**src/rtl/spd_pkg.sv**
```systemverilog
package spd_pkg;

  typedef enum logic [3:0] {
    S_IDLE,
    S_START_W,
    S_ADDR_W,
    S_PTR,
    S_STOP_W,
    S_START_R,
    S_ADDR_R,
    S_READ,
    S_STOP_END
  } seqState_t;

  localparam logic [1:0] LD_ADDR_W = 2'd0;
  localparam logic [1:0] LD_PTR    = 2'd1;
  localparam logic [1:0] LD_ADDR_R = 2'd2;

  localparam int FIELD_CNT = 4;

  // control-to-datapath strobes
  typedef struct packed {
    logic       loadTx;
    logic [1:0] loadSel;
    logic       shiftTx;
    logic       shiftRx;
    logic       rxBit;
    logic       byteDone;
    logic       clearAll;
  } dpCtrl_t;

  // byte index captured by each field slot
  function automatic int fieldPos(input int k);
    case (k)
      0:       return 2;   // memory type
      1:       return 5;   // bank count
      2:       return 6;   // data width, low byte
      default: return 16;  // burst length mask
    endcase
  endfunction

endpackage

```
**src/rtl/spd_datapath.sv**
```systemverilog
module spd_datapath
  import spd_pkg::*;
#(
  parameter int       NUM_BYTES = 256,
  parameter logic [6:0] DEV_ADDR = 7'h50,
  parameter int       IDX_W     = 8
) (
  input  logic                          clk,
  input  logic                          rstN,
  input  dpCtrl_t                       ctl,
  output logic                          txBit,
  output logic                          lastByte,
  output logic                          byteValid,
  output logic [IDX_W-1:0]              byteIndex,
  output logic [7:0]                    byteData,
  output logic [FIELD_CNT-1:0][7:0]     fields
);

  localparam logic [IDX_W-1:0] LAST_IDX = IDX_W'(NUM_BYTES - 1);

  logic [7:0]       txShift;
  logic [7:0]       rxShift;
  logic [IDX_W-1:0] byteIdx;
  logic [7:0]       loadVal;

  always_comb begin
    case (ctl.loadSel)
      LD_ADDR_W: loadVal = {DEV_ADDR, 1'b0};
      LD_ADDR_R: loadVal = {DEV_ADDR, 1'b1};
      default:   loadVal = 8'h00;
    endcase
  end

  always_ff @(posedge clk or negedge rstN) begin
    if (!rstN) begin
      txShift <= 8'hFF;
    end else if (ctl.loadTx) begin
      txShift <= loadVal;
    end else if (ctl.shiftTx) begin
      txShift <= {txShift[6:0], 1'b1};
    end
  end

  always_ff @(posedge clk or negedge rstN) begin
    if (!rstN) begin
      rxShift <= '0;
    end else if (ctl.shiftRx) begin
      rxShift <= {rxShift[6:0], ctl.rxBit};
    end
  end

  always_ff @(posedge clk or negedge rstN) begin
    if (!rstN) begin
      byteIdx <= '0;
    end else if (ctl.clearAll) begin
      byteIdx <= '0;
    end else if (ctl.byteDone) begin
      byteIdx <= byteIdx + 1'b1;
    end
  end

  always_ff @(posedge clk or negedge rstN) begin
    if (!rstN) begin
      byteValid <= 1'b0;
      byteIndex <= '0;
      byteData  <= '0;
    end else begin
      byteValid <= ctl.byteDone;
      if (ctl.byteDone) begin
        byteIndex <= byteIdx;
        byteData  <= rxShift;
      end
    end
  end

  for (genvar k = 0; k < FIELD_CNT; k++) begin : g_field
    localparam logic [IDX_W-1:0] POS = IDX_W'(fieldPos(k));
    logic [7:0] capQ;
    always_ff @(posedge clk or negedge rstN) begin
      if (!rstN) begin
        capQ <= '0;
      end else if (ctl.clearAll) begin
        capQ <= '0;
      end else if (ctl.byteDone && byteIdx == POS) begin
        capQ <= rxShift;
      end
    end
    assign fields[k] = capQ;
  end

  assign txBit    = txShift[7];
  assign lastByte = (byteIdx == LAST_IDX);

endmodule

```
**src/rtl/spd_ctrl.sv**
```systemverilog
module spd_ctrl
  import spd_pkg::*;
#(
  parameter int QTR_DIV = 125
) (
  input  logic    clk,
  input  logic    rstN,
  input  logic    start,
  input  logic    sdaIn,
  input  logic    txBit,
  input  logic    lastByte,
  output dpCtrl_t ctl,
  output logic    sclOe,
  output logic    sdaOe,
  output logic    busy,
  output logic    done,
  output logic    error
);

  localparam int DIV_W = (QTR_DIV > 1) ? $clog2(QTR_DIV) : 1;
  localparam logic [DIV_W-1:0] DIV_LAST = DIV_W'(QTR_DIV - 1);

  seqState_t  state;
  logic [DIV_W-1:0] divCnt;
  logic [1:0] qtr;
  logic [3:0] bitCnt;
  logic       ackBad;
  logic       doneQ;
  logic       errQ;

  logic opStart, opStop, sending, reading;
  logic tick, sample, bitEnd, ackBit, startAccept;

  always_comb begin
    opStart     = (state == S_START_W) || (state == S_START_R);
    opStop      = (state == S_STOP_W) || (state == S_STOP_END);
    sending     = (state == S_ADDR_W) || (state == S_PTR) || (state == S_ADDR_R);
    reading     = (state == S_READ);
    busy        = (state != S_IDLE);
    startAccept = start && !busy;
    tick        = busy && (divCnt == DIV_LAST);
    sample      = tick && (qtr == 2'd1) && (sending || reading);
    bitEnd      = tick && (qtr == 2'd3);
    ackBit      = (bitCnt == 4'd8);
  end

  // line drive per quarter
  always_comb begin
    if (opStart) begin
      sclOe = (qtr == 2'd3);
      sdaOe = (qtr >= 2'd2);
    end else if (opStop) begin
      sclOe = (qtr == 2'd0);
      sdaOe = (qtr <= 2'd1);
    end else if (sending) begin
      sclOe = (qtr == 2'd0) || (qtr == 2'd3);
      sdaOe = !ackBit && !txBit;
    end else if (reading) begin
      sclOe = (qtr == 2'd0) || (qtr == 2'd3);
      sdaOe = ackBit && !lastByte;
    end else begin
      sclOe = 1'b0;
      sdaOe = 1'b0;
    end
  end

  // strobes to the datapath
  always_comb begin
    ctl          = '0;
    ctl.clearAll = startAccept;
    ctl.rxBit    = sdaIn;
    ctl.shiftRx  = sample && reading && !ackBit;
    ctl.shiftTx  = bitEnd && sending && !ackBit;
    ctl.byteDone = bitEnd && reading && ackBit;
    ctl.loadTx   = bitEnd && ((state == S_START_W) || (state == S_START_R) ||
                              (state == S_ADDR_W && ackBit && !ackBad));
    if (state == S_START_R)     ctl.loadSel = LD_ADDR_R;
    else if (state == S_ADDR_W) ctl.loadSel = LD_PTR;
    else                        ctl.loadSel = LD_ADDR_W;
  end

  always_ff @(posedge clk or negedge rstN) begin
    if (!rstN) begin
      state  <= S_IDLE;
      divCnt <= '0;
      qtr    <= '0;
      bitCnt <= '0;
      ackBad <= 1'b0;
      doneQ  <= 1'b0;
      errQ   <= 1'b0;
    end else if (startAccept) begin
      state  <= S_START_W;
      divCnt <= '0;
      qtr    <= '0;
      bitCnt <= '0;
      ackBad <= 1'b0;
      doneQ  <= 1'b0;
      errQ   <= 1'b0;
    end else if (busy) begin
      divCnt <= tick ? '0 : divCnt + 1'b1;
      if (tick) qtr <= qtr + 1'b1;
      if (sample && sending && ackBit) ackBad <= sdaIn;
      if (bitEnd) begin
        case (state)
          S_START_W: begin
            state  <= S_ADDR_W;
            bitCnt <= '0;
          end
          S_ADDR_W, S_PTR, S_ADDR_R: begin
            if (!ackBit) begin
              bitCnt <= bitCnt + 1'b1;
            end else begin
              bitCnt <= '0;
              if (ackBad) begin
                errQ  <= 1'b1;
                state <= S_STOP_END;
              end else if (state == S_ADDR_W) begin
                state <= S_PTR;
              end else if (state == S_PTR) begin
                state <= S_STOP_W;
              end else begin
                state <= S_READ;
              end
            end
          end
          S_STOP_W:  state <= S_START_R;
          S_START_R: begin
            state  <= S_ADDR_R;
            bitCnt <= '0;
          end
          S_READ: begin
            if (!ackBit) begin
              bitCnt <= bitCnt + 1'b1;
            end else begin
              bitCnt <= '0;
              if (lastByte) state <= S_STOP_END;
            end
          end
          S_STOP_END: begin
            state <= S_IDLE;
            doneQ <= 1'b1;
          end
          default: state <= S_IDLE;
        endcase
      end
    end
  end

  assign done  = doneQ;
  assign error = errQ;

endmodule

```
**src/rtl/spd_reader.sv**
```systemverilog
module spd_reader
  import spd_pkg::*;
#(
  parameter int         QTR_DIV   = 125,
  parameter int         NUM_BYTES = 256,
  parameter logic [6:0] DEV_ADDR  = 7'h50,
  localparam int        IDX_W     = $clog2(NUM_BYTES)
) (
  input  logic             clk,
  input  logic             rstN,
  input  logic             start,
  input  logic             sdaIn,
  output logic             sclOe,
  output logic             sdaOe,
  output logic             busy,
  output logic             done,
  output logic             error,
  output logic             byteValid,
  output logic [IDX_W-1:0] byteIndex,
  output logic [7:0]       byteData,
  output logic [7:0]       memType,
  output logic [7:0]       bankCount,
  output logic [7:0]       widthLo,
  output logic [7:0]       burstMask
);

  dpCtrl_t                      dpCtl;
  logic                         txBit;
  logic                         lastByte;
  logic [FIELD_CNT-1:0][7:0]    fields;

  spd_ctrl #(.QTR_DIV(QTR_DIV)) u_ctrl (
    .clk      (clk),
    .rstN     (rstN),
    .start    (start),
    .sdaIn    (sdaIn),
    .txBit    (txBit),
    .lastByte (lastByte),
    .ctl      (dpCtl),
    .sclOe    (sclOe),
    .sdaOe    (sdaOe),
    .busy     (busy),
    .done     (done),
    .error    (error)
  );

  spd_datapath #(
    .NUM_BYTES (NUM_BYTES),
    .DEV_ADDR  (DEV_ADDR),
    .IDX_W     (IDX_W)
  ) u_dp (
    .clk       (clk),
    .rstN      (rstN),
    .ctl       (dpCtl),
    .txBit     (txBit),
    .lastByte  (lastByte),
    .byteValid (byteValid),
    .byteIndex (byteIndex),
    .byteData  (byteData),
    .fields    (fields)
  );

  assign memType   = fields[0];
  assign bankCount = fields[1];
  assign widthLo   = fields[2];
  assign burstMask = fields[3];

endmodule

```
**config.mk**
```make
export PLATFORM = sky130hd
export DESIGN_NAME = spd_reader
export DESIGN_NICKNAME = d
export VERILOG_FILES = /design/src/rtl/spd_pkg.sv /design/src/rtl/spd_datapath.sv /design/src/rtl/spd_ctrl.sv /design/src/rtl/spd_reader.sv
export SDC_FILE = /design/constraint.sdc
export NUM_CORES = 1
export LEC_CHECK = 0
export CORE_MARGIN = 10
export CORE_UTILIZATION = 45
export DETAILED_ROUTE_END_ITERATION = 10
export DONT_BUFFER_PORTS = 1
export SLEW_MARGIN = 40
export SYNTH_ARGS = -nofsm -noshare
export SYNTH_HDL_FRONTEND = slang
export SYNTH_SLANG_ARGS = --single-unit
```
**constraint.sdc**
```tcl
create_clock -name clk -period 2.3 [get_ports clk]
set_input_delay 0.46 -clock clk [delete_from_list [all_inputs] [get_ports clk]]
set_output_delay 0.46 -clock clk [all_outputs]
set_load 0.01 [all_outputs]
```
Word-level counts from Yosys, hierarchy flattened
Cells that the tools add are included.

Flip-flop bits (word level): 93. Output and inout bits: 54.

Mux-type cells: 57. Equality and inequality tests: 21. Reductions and logical operators: 61. Add/subtract/negate cells: 4. $lt $le $gt $ge: 2.

Operators with widths (number): 2-to-1 mux 8 bit (12); 2-to-1 mux 4 bit (12); nonzero test 2 bit (14); logical AND 1 bit (22); 2-to-1 mux 1 bit (22); 2-to-1 mux 7 bit (3); one-hot mux 4 bit (5 select lines) (1); == test 4 x 3 -> 1 bit (second input constant) (4); == test 8 x 3 -> 1 bit (second input constant) (2); one-hot mux 8 bit (2 select lines) (1); 2-to-1 mux 2 bit (5); AND reduction 5 bit (2); adder 8 x 1 -> 8 bit (second input constant) (1); == test 4 x 2 -> 1 bit (second input constant) (2); == test 4 bit (second input constant) (2); == test 8 x 2 -> 1 bit (second input constant) (1); == test 8 x 5 -> 1 bit (second input constant) (1); == test 8 bit (second input constant) (1); one-hot mux 4 bit (2 select lines) (1); adder 7 x 1 -> 7 bit (second input constant) (1); == test 7 bit (second input constant) (1); logical OR 1 bit (7); AND reduction 3 bit (2); zero test 1 bit (5); 17 further kinds (20).

Longest topological paths before layout
Depth in word-level cells: 10. Gate-level depth with buffers: 8. Depth with buffers taken out: 6.

Hierarchy
A second synthesis with hierarchy kept.

Cells, all modules: 404. Area total of the unflattened synthesis: 4564.4 um^2.

By module, submodules not included: spd_datapath (times used 1, cells each 245, area each 3175.5 um^2, seq. area each 1836.8 um^2); spd_ctrl (times used 1, cells each 159, area each 1388.8 um^2, seq. area each 500.5 um^2).

Least setup slack after synthesis
Ideal clock, no wire load.

Path type: reg2reg. Start: reg u_ctrl.divCnt[0]. End: reg u_dp.byteData[0]. Data arrival time: 1.786 ns. Stages on the path, launching flop included: 9. Clock period less this slack: 1.910 ns. Path buffers: 2. Slack: 0.390 ns. Cell sequence: dfrtp_1 > inv_1 > ha_1 > and2_1 > buf_2 > nand4_4 > nor2_4 > buf_4 > mux2_2.

RTL lines: from (decl) (line spd_ctrl.sv:24) `logic [DIV_W-1:0] divCnt;`; from (signal assigned) (line spd_ctrl.sv:100) `divCnt <= tick ? '0 : divCnt + 1'b1;`; to (signal assigned) (line spd_datapath.sv:71) `byteData <= rxShift;`; to (decl) (line spd_datapath.sv:15) `output logic [7:0] byteData,`.

Final worst setup path
Start: reg u_ctrl.bitCnt[0]. End: out sdaOe.

Cells in the longest elaborated chain, start to end: 6.

Ends and longest elaborated chain: from (decl) (line spd_ctrl.sv:26) `logic [3:0] bitCnt;`; from (signal assigned) (line spd_ctrl.sv:111) `bitCnt <= bitCnt + 1'b1;`; from (signal assigned) (line spd_ctrl.sv:133) `bitCnt <= bitCnt + 1'b1;`; == test 4 bit * (line spd_ctrl.sv:44) `ackBit = (bitCnt == 4'd8);`; logical AND 1 bit / zero test 1 bit (equally long branches) (line spd_ctrl.sv:60, spd_ctrl.sv:57); 2-to-1 mux 1 bit / logical AND 1 bit (equally long branches) (line spd_ctrl.sv:58, spd_ctrl.sv:57); 2-to-1 mux 1 bit * (line spd_ctrl.sv:55) `end else if (sending) begin`; 2-to-1 mux 1 bit * (line spd_ctrl.sv:52) `end else if (opStop) begin`; 2-to-1 mux 1 bit * (line spd_ctrl.sv:49) `if (opStart) begin`; to (decl) (line spd_reader.sv:14) `output logic sdaOe,`.

Mark *: on every way between the ends. The rest lies on a longest branch, timed or not.

==> run summary <==
clk_lat worst skew: 0.38 ns
grt ovf: 0
Critical Path Fanout Max: 9
Die Y: 123.2 µm
GRT Total Usage: 15.48%
Via density: 6.021
Placed Instances: 593
Bufs and invs on worst path: 2
Post-Synthesis Cells: 469
Critical Path, Cell by Cell: inv_1, ha_1, nand3b_1, buf_6, nand2_1, o2bb2ai_2, a21o_1
I/O pins: 58
Slowest-stage cell, CP: dfrtp_1
Area Overhead vs Synth: 9.119%
Clock transition at path regs: 0.11 ns
Worst EP arrival: 1.77 ns
largest cells by area after synthesis: dfrtp_1, mux2_2, o21ai_0
htree depth: 3
Worst Clk Skew: 0.01849 ns
initial detailed-routing violation count: 325
Tmin final: 2.233 ns
VDD IR max: 376.0 µV
dpl hpwl: 8048 µm
power per cell area: 638.8 mW/mm²
fillers: 910
Synth cell types: 62
Slew Viols, Final: 0
Syn. warnings: 0
Synth top area share: 44.42%
Max-Cap Viols: 0
final worst path period share: 97.08%
first-pass GRT wire length: 18930 µm
vias in the first global route: 3599
static leakage: 2.213 nW
initial core utilization: 46.38%
row count: 37
number of synthesized flops with an enable pin: 0
DRC violations left: 0
Max-slew headroom: 72.13%
root cell of the clock tree: clkbuf_8
slew at the pin closest to its max-slew limit: 0.4150 ns
Initial DRT Pass Iterations: 4
PortBufs: 0
wire per inst: 19.41 µm
Core Region: 0.01032 mm²
area post-placement: 0.004961 mm²
CP max stage delay: 0.39 ns
Setup crit start kind: flop
largest net degree at the start of global routing: 94
r2r setup slk: 0.18 ns
Cell Count, Final, Fillers Out: 613
Hold Crit Class: primary input to async pin
post-synth top area cell: dfrtp_1
routability cong.: 0.8606
Synth Area per Inst: 10.21 µm²
Routed Antenna Nets: 0
final wirelength: 11900 µm
share of layout cells above drive strength 1: 19.92%
CTS Buf Count: 9
antenna violations before repair: 0
Die Wd: 123.2 µm
outcome: finished, violations left
final net count: 488
syn_nets: 485
Yosys reg bits: 93
Max Freq: 0.4478 GHz
final non-filler cell area: 0.005225 mm²
Crit. End Element: output port
Crit Path Class: flop to output port
Main synth FF type: dfrtp_1
final setup vio count: 0
via count: 3691
failing checks: negative hold slack
TritonCTS clock tree: built
die area: 0.01517 mm²
n_diodes: 0
sequential area share after synthesis: 48.81%
Min Hold Slack: -0.2352 ns
Max clock buf depth: 2
asr flop ratio synth: 100.0%
# clock sinks: 93
worst endpoint required time: 1.84 ns
count of final hold-check violations: 93
Post-Syn Area: 0.004788 mm²
kind of cell adding the most delay to the critical path: flip-flops
[cell families (layout without fill, tap and decap cells)]
family / Yosys count / count (layout) / share of synthesized area, %
multiplexers: 38 / 38 / 8.623
flip-flops: 93 / 93 / 48.81
adder cells (fa/ha/maj): 12 / 12 / 3.136
XOR/XNOR: 2 / 2 / 0.3659
AND/OR/NAND/NOR: 142 / 142 / 18.00
AO/OA/AOI/OAI: 130 / 130 / 15.89
buffers and inverters: 52 / 60 / 5.173
[synth_stat cells, types with 3 or more instances]
cell / instances
ha_1: 12
a22o_1: 3
nor4_4: 3
nand3_1: 37
mux2i_1: 12
dfstp_2: 8
buf_1: 4
mux2_2: 24
nor3_1: 4
buf_2: 9
buf_6: 4
nor2b_1: 3
nand2b_1: 4
o21ai_0: 53
and3_1: 4
or4_1: 5
dfrtp_1: 85
o31ai_1: 5
a21oi_1: 47
nand4_1: 14
and2_1: 4
nor3b_1: 3
o2bb2ai_1: 3
nand2_1: 21
inv_1: 20
clkbuf_1: 12
buf_4: 3
nor2_1: 17
and4_1: 6
[cell usage in the layout (no fill, tap or decap), types with 5 or more instances in the layout]
| master | synthesis | final |
|---|---|---|
| inv_1 | 20 | 20 |
| dfstp_2 | 8 | 8 |
| and4_1 | 6 | 5 |
| mux2_2 | 24 | 24 |
| or4_1 | 5 | 5 |
| buf_4 | 3 | 21 |
| a21oi_1 | 47 | 46 |
| nand2_1 | 21 | 21 |
| ha_1 | 12 | 11 |
| mux2i_1 | 12 | 12 |
| dfrtp_1 | 85 | 80 |
| o31ai_1 | 5 | 5 |
| nand4_1 | 14 | 14 |
| dfrtp_2 | 0 | 5 |
| nor2_1 | 17 | 17 |
| clkbuf_8 | 0 | 9 |
| o21ai_0 | 53 | 52 |
| nand3_1 | 37 | 37 |
[state kept, by name, summed over array words and instances (netlist names)]
signal             count
u_ctrl.done            1
u_dp.byteData          8
u_dp.g_field.capQ     32
u_dp.txShift           8
u_ctrl.state           4
u_dp.rxShift           8
u_dp.byteIndex         8
u_ctrl.divCnt          7
u_ctrl.error           1
u_ctrl.bitCnt          4
u_ctrl.qtr             2
u_ctrl.ackBad          1
u_dp.byteValid         1
u_dp.byteIdx           8
[per-stage QoR]
step	TNS, ns	utilization, %	setup slack (ns)	power (W)
detailed placement	0	48.05	0.2077	0.002253
finish	0	50.61	0.06709	0.003338
global route	-0.03215	50.61	-0.03215	0.003499
floorplan	0	-	0.3898	0.002140
CTS	-0.002731	50.07	-0.002731	0.003370
global placement	0	48.05	0.2771	0.002241
[worst paths after layout]
check                      cells past startpoint                      end             start
max                                            7                    sdaOe  u_ctrl.bitCnt[0]
min reg2reg                                    2          u_dp.txShift[3]   u_dp.txShift[3]
max in group asynchronous                      0          u_dp.txShift[1]              rstN
min in group clk                               2            u_ctrl.ackBad             sdaIn
min                                            0  u_dp.g_field[2].capQ[5]              rstN
max reg2reg                                    5  u_dp.g_field[2].capQ[2]     u_ctrl.qtr[0]
[metal layers]
metal / global-route usage (%) / wire (µm) / share of wire [%] / vias up
met2: 24.00 / 5565 / 47 / 127
met1: 19.62 / 5053 / 42 / 1822
met4: 6.114 / 206 / 1.7 / 0
met3: 5.059 / 1073 / 9.0 / 22
met5: 0 / 0 / 0 / -
li1: - / - / - / 1720
[report_power, final]
part | switching [W] | internal [W] | leakage, nW
registers | 0.000164 | 0.00175 | 1.23
clock network | 0.000680 | 0.000431 | 0.0985
logic | 0.000172 | 0.000142 | 0.884
[area by class of cell]
type                            count  area, µm²  share of cell area (%)
Multi-Input combinational cell    324       2228                   42.65
Clock inverter                      7      75.07                   1.437
Sequential cell                    93       2344                   44.85
Clock buffer                        9      123.9                   2.371
Tap cell                          136      170.2                   3.257
Inverter                           20      75.07                   1.437
Timing Repair Buffer               24      209.0                   3.999
[worst reg2reg max path, cell delays in order (launching register included)]
cell     delay [ns]
dfrtp_1        0.44
ha_1           0.38
and3_1         0.43
nand4_1        0.37
o21ai_0        0.30
a21oi_1        0.10
[what timing repair did]
item | 4_1_cts | 5_1_grt
gates resized for setup | 6 | 8
pin swaps | 0 | 2
hold endpoints to repair | 93 | 93
setup endpoints to repair | 2 | 2
buffers inserted | 0 | 4
Note: power is estimated with default switching activity, not from simulation.
